`src/rtl/cfd_pkg.sv`:
```
package cfd_pkg;

  // Receive state of the frame walker
  typedef enum logic [1:0] {
    ST_HUNT = 2'd0,  // waiting for a start bit of value 1
    ST_BODY = 2'd1,  // shifting identifier, data and parity
    ST_STOP = 2'd2   // next tick carries the stop bit
  } walk_state_e;

  // Outcome of a finished frame
  typedef enum logic [1:0] {
    OUT_NONE  = 2'd0,
    OUT_WRITE = 2'd1,
    OUT_READ  = 2'd2,
    OUT_ERROR = 2'd3
  } frame_outcome_e;

endpackage

```
`src/rtl/cfd_bit_sync.sv`:
```
module cfd_bit_sync #(
  parameter int STAGES = 2
) (
  input  logic clk,
  input  logic rst_n,
  input  logic ser_clk_i,
  input  logic ser_dat_i,
  output logic tick_o,
  output logic bit_o
);

  localparam int LAST = STAGES - 1;

  logic [STAGES-1:0] clk_pipe_q, clk_pipe_d;
  logic [STAGES-1:0] dat_pipe_q, dat_pipe_d;
  logic              clk_prev_q, clk_prev_d;

  // Next values of every synchronizer stage; stage 0 takes the raw input
  always_comb begin
    clk_pipe_d[0] = ser_clk_i;
    dat_pipe_d[0] = ser_dat_i;
    for (int i = 1; i < STAGES; i++) begin
      clk_pipe_d[i] = clk_pipe_q[i-1];
      dat_pipe_d[i] = dat_pipe_q[i-1];
    end
    clk_prev_d = clk_pipe_q[LAST];
  end

  always_ff @(posedge clk or negedge rst_n) begin
    if (!rst_n) begin
      clk_pipe_q <= '0;
      dat_pipe_q <= '0;
      clk_prev_q <= 1'b0;
    end else begin
      clk_pipe_q <= clk_pipe_d;
      dat_pipe_q <= dat_pipe_d;
      clk_prev_q <= clk_prev_d;
    end
  end

  // Rising edge of the synchronized serial clock; data is aligned to the same stage
  assign tick_o = clk_pipe_q[LAST] & ~clk_prev_q;
  assign bit_o  = dat_pipe_q[LAST];

endmodule

```
`src/rtl/cfd_frame_walker.sv`:
```
module cfd_frame_walker
  import cfd_pkg::*;
#(
  parameter int ID_W   = 8,
  parameter int DATA_W = 16
) (
  input  logic                      clk,
  input  logic                      rst_n,
  input  logic                      tick_i,
  input  logic                      bit_i,
  output logic                      done_o,
  output logic                      stop_o,
  output logic [ID_W+DATA_W:0]      body_o
);

  localparam int BODY_LEN = ID_W + DATA_W + 1;
  localparam int CNT_W    = $clog2(BODY_LEN);
  localparam logic [CNT_W-1:0] CNT_LAST = CNT_W'(BODY_LEN - 1);

  walk_state_e           state_q, state_d;
  logic [CNT_W-1:0]      cnt_q, cnt_d;
  logic [BODY_LEN-1:0]   body_q, body_d;
  logic                  done_q, done_d;
  logic                  stop_q, stop_d;

  // Next-state logic
  always_comb begin
    state_d = state_q;
    cnt_d   = cnt_q;
    body_d  = body_q;
    done_d  = 1'b0;
    stop_d  = stop_q;
    if (tick_i) begin
      unique case (state_q)
        ST_HUNT: begin
          if (bit_i) begin
            state_d = ST_BODY;
            cnt_d   = '0;
          end
        end
        ST_BODY: begin
          body_d = {body_q[BODY_LEN-2:0], bit_i};
          if (cnt_q == CNT_LAST) begin
            state_d = ST_STOP;
          end else begin
            cnt_d = cnt_q + 1'b1;
          end
        end
        ST_STOP: begin
          // the stop slot is consumed here whatever its value
          stop_d  = bit_i;
          done_d  = 1'b1;
          state_d = ST_HUNT;
        end
        default: state_d = ST_HUNT;
      endcase
    end
  end

  // Register process
  always_ff @(posedge clk or negedge rst_n) begin
    if (!rst_n) begin
      state_q <= ST_HUNT;
      cnt_q   <= '0;
      body_q  <= '0;
      done_q  <= 1'b0;
      stop_q  <= 1'b0;
    end else begin
      state_q <= state_d;
      cnt_q   <= cnt_d;
      body_q  <= body_d;
      done_q  <= done_d;
      stop_q  <= stop_d;
    end
  end

  assign done_o = done_q;
  assign stop_o = stop_q;
  assign body_o = body_q;

endmodule

```
`src/rtl/cfd_access_gen.sv`:
```
module cfd_access_gen
  import cfd_pkg::*;
#(
  parameter int              ID_W     = 8,
  parameter int              DATA_W   = 16,
  parameter logic [ID_W-1:0] RD_ID_LO = 8'hF0,
  parameter logic [ID_W-1:0] RD_ID_HI = 8'hFF
) (
  input  logic                 clk,
  input  logic                 rst_n,
  input  logic                 done_i,
  input  logic                 stop_i,
  input  logic [ID_W+DATA_W:0] body_i,
  output logic [ID_W-1:0]      addr_o,
  output logic [DATA_W-1:0]    wdata_o,
  output logic                 wr_o,
  output logic                 rd_o,
  output logic                 err_o
);

  localparam int BODY_LEN = ID_W + DATA_W + 1;

  logic [ID_W-1:0]   fr_id;
  logic [DATA_W-1:0] fr_data;
  logic              parity_ok;
  logic              in_rd_range;
  frame_outcome_e    outcome;

  logic [ID_W-1:0]   addr_q, addr_d;
  logic [DATA_W-1:0] wdata_q, wdata_d;
  logic              wr_q, wr_d, rd_q, rd_d, err_q, err_d;

  assign fr_id       = body_i[BODY_LEN-1 -: ID_W];
  assign fr_data     = body_i[DATA_W:1];
  assign parity_ok   = ^body_i;             // odd count of ones over id, data, parity
  assign in_rd_range = (fr_id >= RD_ID_LO) && (fr_id <= RD_ID_HI);

  // Classify the finished frame
  always_comb begin
    outcome = OUT_NONE;
    if (done_i) begin
      if (!parity_ok || stop_i) outcome = OUT_ERROR;
      else if (in_rd_range)     outcome = OUT_READ;
      else                      outcome = OUT_WRITE;
    end
  end

  // Next-state logic of the register bus outputs
  always_comb begin
    addr_d  = addr_q;
    wdata_d = wdata_q;
    wr_d    = 1'b0;
    rd_d    = 1'b0;
    err_d   = 1'b0;
    unique case (outcome)
      OUT_WRITE: begin
        addr_d  = fr_id;
        wdata_d = fr_data;
        wr_d    = 1'b1;
      end
      OUT_READ: begin
        addr_d = fr_id;
        rd_d   = 1'b1;
      end
      OUT_ERROR: err_d = 1'b1;
      default: ;
    endcase
  end

  always_ff @(posedge clk or negedge rst_n) begin
    if (!rst_n) begin
      addr_q  <= '0;
      wdata_q <= '0;
      wr_q    <= 1'b0;
      rd_q    <= 1'b0;
      err_q   <= 1'b0;
    end else begin
      addr_q  <= addr_d;
      wdata_q <= wdata_d;
      wr_q    <= wr_d;
      rd_q    <= rd_d;
      err_q   <= err_d;
    end
  end

  assign addr_o  = addr_q;
  assign wdata_o = wdata_q;
  assign wr_o    = wr_q;
  assign rd_o    = rd_q;
  assign err_o   = err_q;

endmodule

```
`src/rtl/cmd_frame_decoder.sv`:
```
module cmd_frame_decoder #(
  parameter int              ID_W        = 8,
  parameter int              DATA_W      = 16,
  parameter int              SYNC_STAGES = 2,
  parameter logic [ID_W-1:0] RD_ID_LO    = 8'hF0,
  parameter logic [ID_W-1:0] RD_ID_HI    = 8'hFF
) (
  input  logic              clk,
  input  logic              rst_n,
  input  logic              ser_clk_i,
  input  logic              ser_dat_i,
  output logic [ID_W-1:0]   reg_addr_o,
  output logic [DATA_W-1:0] reg_wdata_o,
  output logic              reg_wr_o,
  output logic              reg_rd_o,
  output logic              frame_err_o
);

  logic                 tick;
  logic                 sbit;
  logic                 done;
  logic                 stop;
  logic [ID_W+DATA_W:0] body;

  cfd_bit_sync #(
    .STAGES (SYNC_STAGES)
  ) u_sync (
    .clk       (clk),
    .rst_n     (rst_n),
    .ser_clk_i (ser_clk_i),
    .ser_dat_i (ser_dat_i),
    .tick_o    (tick),
    .bit_o     (sbit)
  );

  cfd_frame_walker #(
    .ID_W   (ID_W),
    .DATA_W (DATA_W)
  ) u_walk (
    .clk    (clk),
    .rst_n  (rst_n),
    .tick_i (tick),
    .bit_i  (sbit),
    .done_o (done),
    .stop_o (stop),
    .body_o (body)
  );

  cfd_access_gen #(
    .ID_W     (ID_W),
    .DATA_W   (DATA_W),
    .RD_ID_LO (RD_ID_LO),
    .RD_ID_HI (RD_ID_HI)
  ) u_acc (
    .clk     (clk),
    .rst_n   (rst_n),
    .done_i  (done),
    .stop_i  (stop),
    .body_i  (body),
    .addr_o  (reg_addr_o),
    .wdata_o (reg_wdata_o),
    .wr_o    (reg_wr_o),
    .rd_o    (reg_rd_o),
    .err_o   (frame_err_o)
  );

endmodule

```
`config.mk`:
```
export PLATFORM = sky130hd
export DESIGN_NAME = cmd_frame_decoder
export DESIGN_NICKNAME = d
export VERILOG_FILES = /design/src/rtl/cfd_pkg.sv /design/src/rtl/cfd_bit_sync.sv /design/src/rtl/cfd_frame_walker.sv /design/src/rtl/cfd_access_gen.sv /design/src/rtl/cmd_frame_decoder.sv
export SDC_FILE = /design/constraint.sdc
export NUM_CORES = 1
export LEC_CHECK = 0
export BUFFER_PORTS_ARGS = -buffer_cell sky130_fd_sc_hd__buf_2
export CORE_MARGIN = 1
export CORE_UTILIZATION = 35
export DETAILED_ROUTE_END_ITERATION = 16
export GPL_TIMING_DRIVEN = 0
export PLACE_DENSITY = 0.5
export SKIP_CTS_REPAIR_TIMING = 1
export SLEW_MARGIN = 20
export SYNTH_ARGS = -nofsm -noshare
export SYNTH_HDL_FRONTEND = slang
export SYNTH_HIERARCHICAL = 1
export SYNTH_SLANG_ARGS = --single-unit
```
`constraint.sdc`:
```
create_clock -name clk -period 6.8 [get_ports clk]
set_input_delay 0.68 -clock clk [delete_from_list [all_inputs] [get_ports clk]]
set_output_delay 0.68 -clock clk [all_outputs]
set_load 0.02 [all_outputs]
```
## Word level (Yosys, flattened, before mapping)

Index checks and enable logic that the tools add are counted.

- Equality and inequality tests: 9
- Muxes and demuxes: 14
- Add/sub/neg operators: 1
- Reductions and logical operators: 11
- Bitwise gates (word level): 2
- Order comparisons: 2

Operators with widths:

| cell | count |
|---|---|
| $reduce_xor A25 Y1 | 1 |
| $mux W2 | 5 |
| $mux W5 | 2 |
| $pmux W5 S2 | 1 |
| $ge A8 B8 Y1 const B | 1 |
| $le A8 B8 Y1 const B | 1 |
| $eq A2 B2 Y1 const B | 3 |
| $add A5 B1 Y5 const B | 1 |
| $eq A5 B5 Y1 const B | 1 |
| $mux W1 | 5 |
| $eq A2 B1 Y1 const B | 2 |
| $ne A2 B2 Y1 const B | 2 |
| $pmux W2 S2 | 1 |
| $reduce_and A2 Y1 | 2 |
| $reduce_and A4 Y1 | 1 |
| $reduce_and A3 Y1 | 1 |
| $logic_not A2 Y1 | 1 |
| $ne A2 B1 Y1 const B | 1 |
| $reduce_bool A2 Y1 | 1 |
| $reduce_or A2 Y1 | 1 |
| $and A1 B1 Y1 | 1 |
| $logic_and A1 B1 Y1 | 1 |
| $logic_not A1 Y1 | 1 |
| $logic_or A1 B1 Y1 | 1 |
| $not A1 Y1 | 1 |

- Register bits: 66
- Output and inout bits: 27
- Word-level logic and storage cells: 52

## Longest topological paths before layout

- Depth after elaboration: 7
- Gate-level depth with buffers: 8
- Depth with buffers taken out: 6

## Cells and area by module

Netlist, hierarchy kept.

Modules (own cells, without submodules):

| module | seq. area each (µm²) | area each (µm²) | cells an instance | instances |
|---|---|---|---|---|
| cfd_frame_walker | 850.8 | 1420.1 | 102 | 1 |
| cfd_access_gen | 675.6 | 1260.0 | 82 | 1 |
| cfd_bit_sync | 125.1 | 138.9 | 6 | 1 |

## Worst setup path before layout

Ideal clock, no wire load.

- Kind: register -> register
- Start point: register u_walk.body_q[23], in the netlist u_walk/body_o[23]
- End point: register u_acc.wdata_q[10], in the netlist u_acc/wdata_o[10]
- Arrival time: 2220 ps
- Clock period less this slack: 2345 ps
- Buffers on the path: 2
- Slack: 4455 ps
- Stages on the path, launching flop included: 9
- Cells stage by stage: dfrtp_1 xnor2_1 xnor2_1 xnor3_1 xnor3_1 and3_1 buf_6 buf_6 mux2_4

- Longest elaborated chain between the ends: 6

RTL lines:

| what | RTL line | source |
|---|---|---|
| start: declaration | cfd_frame_walker.sv:22 | `logic [BODY_LEN-1:0] body_q, body_d;` |
| start signal: assignment | cfd_frame_walker.sv:71 | `body_q <= body_d;` |
| $ge A8 B8 Y1 (tied with other cells) | cfd_access_gen.sv:36 | `assign in_rd_range = (fr_id >= RD_ID_LO) && (fr_id <= RD_ID_HI);` |
| $logic_and A1 B1 Y1 or $logic_not A1 Y1 (tied branches) | cfd_access_gen.sv:36, cfd_access_gen.sv:42 |  |
| $mux W2 or $logic_or A1 B1 Y1 (tied branches) | cfd_access_gen.sv:43, cfd_access_gen.sv:42 |  |
| $mux W2 (*) | cfd_access_gen.sv:42 | `if (!parity_ok \|\| stop_i) outcome = OUT_ERROR;` |
| $mux W2 (*) | cfd_access_gen.sv:41 | `if (done_i) begin` |
| $eq A2 B1 Y1 (*) | cfd_access_gen.sv:55 | `unique case (outcome)` |
| end signal: assignment | cfd_access_gen.sv:79 | `wdata_q <= wdata_d;` |
| end: declaration | cfd_access_gen.sv:30 | `logic [DATA_W-1:0] wdata_q, wdata_d;` |

Mark *: on every way between the ends. The rest lies on a longest branch, timed or not.
A chain may end at the register's enable or synchronous reset.

## Worst setup path after layout

Ends and elaborated chain as after synthesis.

==> flow_summary.toml <==
[placement]
numPortBuffers = 30
gp_congestion = 0.7127
post-dp-hpwl_mm = 3.130

[sta]
relSlewSlack = 0.7299
fin_hold_ws_ns = 0.2286
rsz0062_at_grt = "false"
tightest_slew_ns = 0.4052
min_period_ns = 2.550
tns_ns = 0
fin_crit_sh = 0.3750
final_hold_viol_count = 0
slew_violations = 0
fin_skew_ns = 0.01007
max_freq_mhz = 392.2
finalSetupViolations = 0

[outcome]
status = "complete, no violations"

[logic_synthesis]
netlist_instances = 190
syn_area_per_cell_sq_um = 14.84
synth-seq-cells = 66
yosys.area.top_type = "dfrtp_1"
synth_ff_type = "dfrtp_1"
yosys.cell_count.top_type = "dfrtp_1"
synth_area_sq_mm = 0.002819
ys.warnings.count = 6
synth_commonest_cells = "66 x dfrtp_1, 41 x mux2_2, 18 x xnor2_1"
synth.yosys.seq_area_share = 0.5859
synth_edf_count = 0
synth_cell_type_count = 30
synth_nets = 196
yosys.area.top_type_share = 0.5859
synth.area.top_cells = "dfrtp_1 59%, mux2_2 16%, xnor2_1 5.6%"
async_flop_share = 1.000

[critical_path]
r2r_start = "u_walk/body_o[23]"
path_max_fanout = 10
critPathLaunch = "u_walk/body_o[23]"
worstSetupPathType = "flip-flop to flip-flop"
arrival_ns = 2.77
end_kind = "flip-flop"
worstPathRequired_ns = 7.02
cp-start-kind = "flip-flop"

[floorplanning]
fp.coreArea_sq_mm = 0.007767
num_io_pins = 31
initial_core_util = 0.3629
die-area_sq_mm = 0.008417
die_w_um = 91.75
rows = 32
die_h_um = 91.75

[cts]
cts-buffers-inserted = 9
clock_path_buffers = 2
clk_root_buffer_cell = "clkbuf_8"
insertion_delay_ns = 0.35
clkSlewWorstSetupHoldPaths_ns = 0.07
h-tree-depth = 3
cts_tree = "done"
clkSinkCount = 66

[layout]
diodes = 0
area_growth_pct = 17.80
final_util = 0.4275
finalNetCount = 238
drive_above_1_share = 0.4430
nFillCells = 735

[detailed_routing]
dr.first_iter.drc_count = 31
routed_wl_mm = 4.563
drc = 0
avgViaCountPerCell = 4.563
first_pass_iters = 3
antenna_left = 0
wl_per_cell_um = 13.46
vias = 1547

[job]
maxCapViolCount = 0

[power]
p_leak_uw = 0.001663
p_total_uw = 1240
powerDensity_mw_per_mm2 = 373.5
irDropWorstVdd_v = 0.0001853

[grt]
grt_pass1_wl_mm = 8.100
globalRouteTotalUtil = 0.1272
grt_overflow = 0
antenna_found_initial = 0
grt_pass1_vias = 1674
grt_max_degree = 44

[min_path]
worstHoldPathType = "input port to asynchronous set/reset pin"
cells in the final DEF (no fill, tap or decap), drive strengths merged:
cell type  Yosys  routed
xnor3          2       2
xor2           2       2
nand4b         3       3
o31ai          2       2
ha             2       2
a211oi         1       1
inv            4       4
a21boi         1       1
and4b          1       1
o211ai         2       2
xnor2         18      18
nor2b          4       4
nor2           3       3
nand2b         1       1
buf            4      35
bufinv         0       1
clkinv         0       5
o22ai          2       2
a22o           1       1
nand2          7       7
clkinvlp       0       1
nand3          2       2
and2b          1       1
clkbuf         1      10
o21ai          4       4
mux2          50      50
dfrtp         66      66
and3           3       3
or3            1       1
nand4          2       2
worst paths after layout:
path | to | slack (ns) | cells past startpoint
worst max-delay path | u_acc/wdata_o[10] | 4.25 | 8
worst min-delay path | u_acc/addr_o[2] | 0.23 | 1
worst max register to register | u_acc/wdata_o[10] | 4.25 | 8
worst min register to register | u_sync/clk_pipe_q[1] | 0.36 | 0
max in group asynchronous | u_walk/body_o[3] | 6.05 | 2
min in group clk | u_sync/clk_pipe_q[1] | 0.36 | 0
critical path, stage by stage, from the launching register on:
cell and delay (ns):
dfrtp_1 0.43, xnor2_1 0.22, xnor2_1 0.15, xnor3_1 0.40, xnor3_1 0.41, and3_1 0.17, buf_6 0.16, buf_6 0.18
mux2_4 0.31
metrics by stage:
| stage | instance area (sq um) | worst slack, ns | instances |
|---|---|---|---|
| 3_3_place_gp | 3097 | 4.241 | 322 |
| 3_5_place_dp | 3127 | 4.234 | 323 |
| 2_1_floorplan | 2819 | 4.455 | 190 |
| 5_1_grt | 3321 | 4.113 | 339 |
| 6_report | 3321 | 4.250 | 339 |
| 4_1_cts | 3321 | 4.220 | 339 |
power breakdown:
part / internal [uW] / switching [uW] / leakage, uW
clock network: 168 / 152 / 0.0000990
logic: 216 / 172 / 0.000684
registers: 463 / 68.8 / 0.000880
total: 848 / 392 / 0.00166
kinds of logic (layout without fill, tap and decap cells):
family,count (synthesis),in the layout,synth area share
XOR/XNOR,22,22,0.07812
AO/OA/AOI/OAI,13,13,0.03062
multiplexers,50,50,0.2117
adder cells (fa/ha/maj),2,2,0.008876
buffers and inverters,9,56,0.02263
flip-flops,66,66,0.5859
AND/OR/NAND/NOR,28,28,0.06214
sequential cells by signal, summed over array words and instances, names as in the netlist:
| signal | cells |
|---|---|
| u_sync/clk_prev_q | 1 |
| u_sync/clk_pipe_q | 2 |
| u_acc/addr_o | 8 |
| u_acc/rd_o | 1 |
| u_walk/stop_o | 1 |
| u_acc/err_o | 1 |
| u_walk/state_q | 2 |
| u_sync/dat_pipe_q | 2 |
| u_walk/body_o | 25 |
| u_walk/done_o | 1 |
| u_acc/wdata_o | 16 |
| u_walk/cnt_q | 5 |
| u_acc/wr_o | 1 |
per-layer routing:
layer	GRT usage	vias up	routed length, um	share of wire
li1	-	759	-	-
met1	0.1620	746	2264	0.50
met2	0.1880	32	1969	0.43
met3	0.05804	10	247	0.054
met4	0.05078	0	81	0.018
met5	0	-	0	0
final cells by class:
class | instances | area (sq um) | area share
sequential | 66 | 1652 | 0.4974
multi-input combinational | 115 | 1104 | 0.3323
timing repair buffer | 31 | 180.2 | 0.05426
tap | 102 | 127.6 | 0.03843
clock buffer | 9 | 123.9 | 0.03730
clock inverter | 7 | 70.07 | 0.02110
buffer | 5 | 48.80 | 0.01469
inverter | 4 | 15.01 | 0.004521
Power figures use the tool's default switching activity.
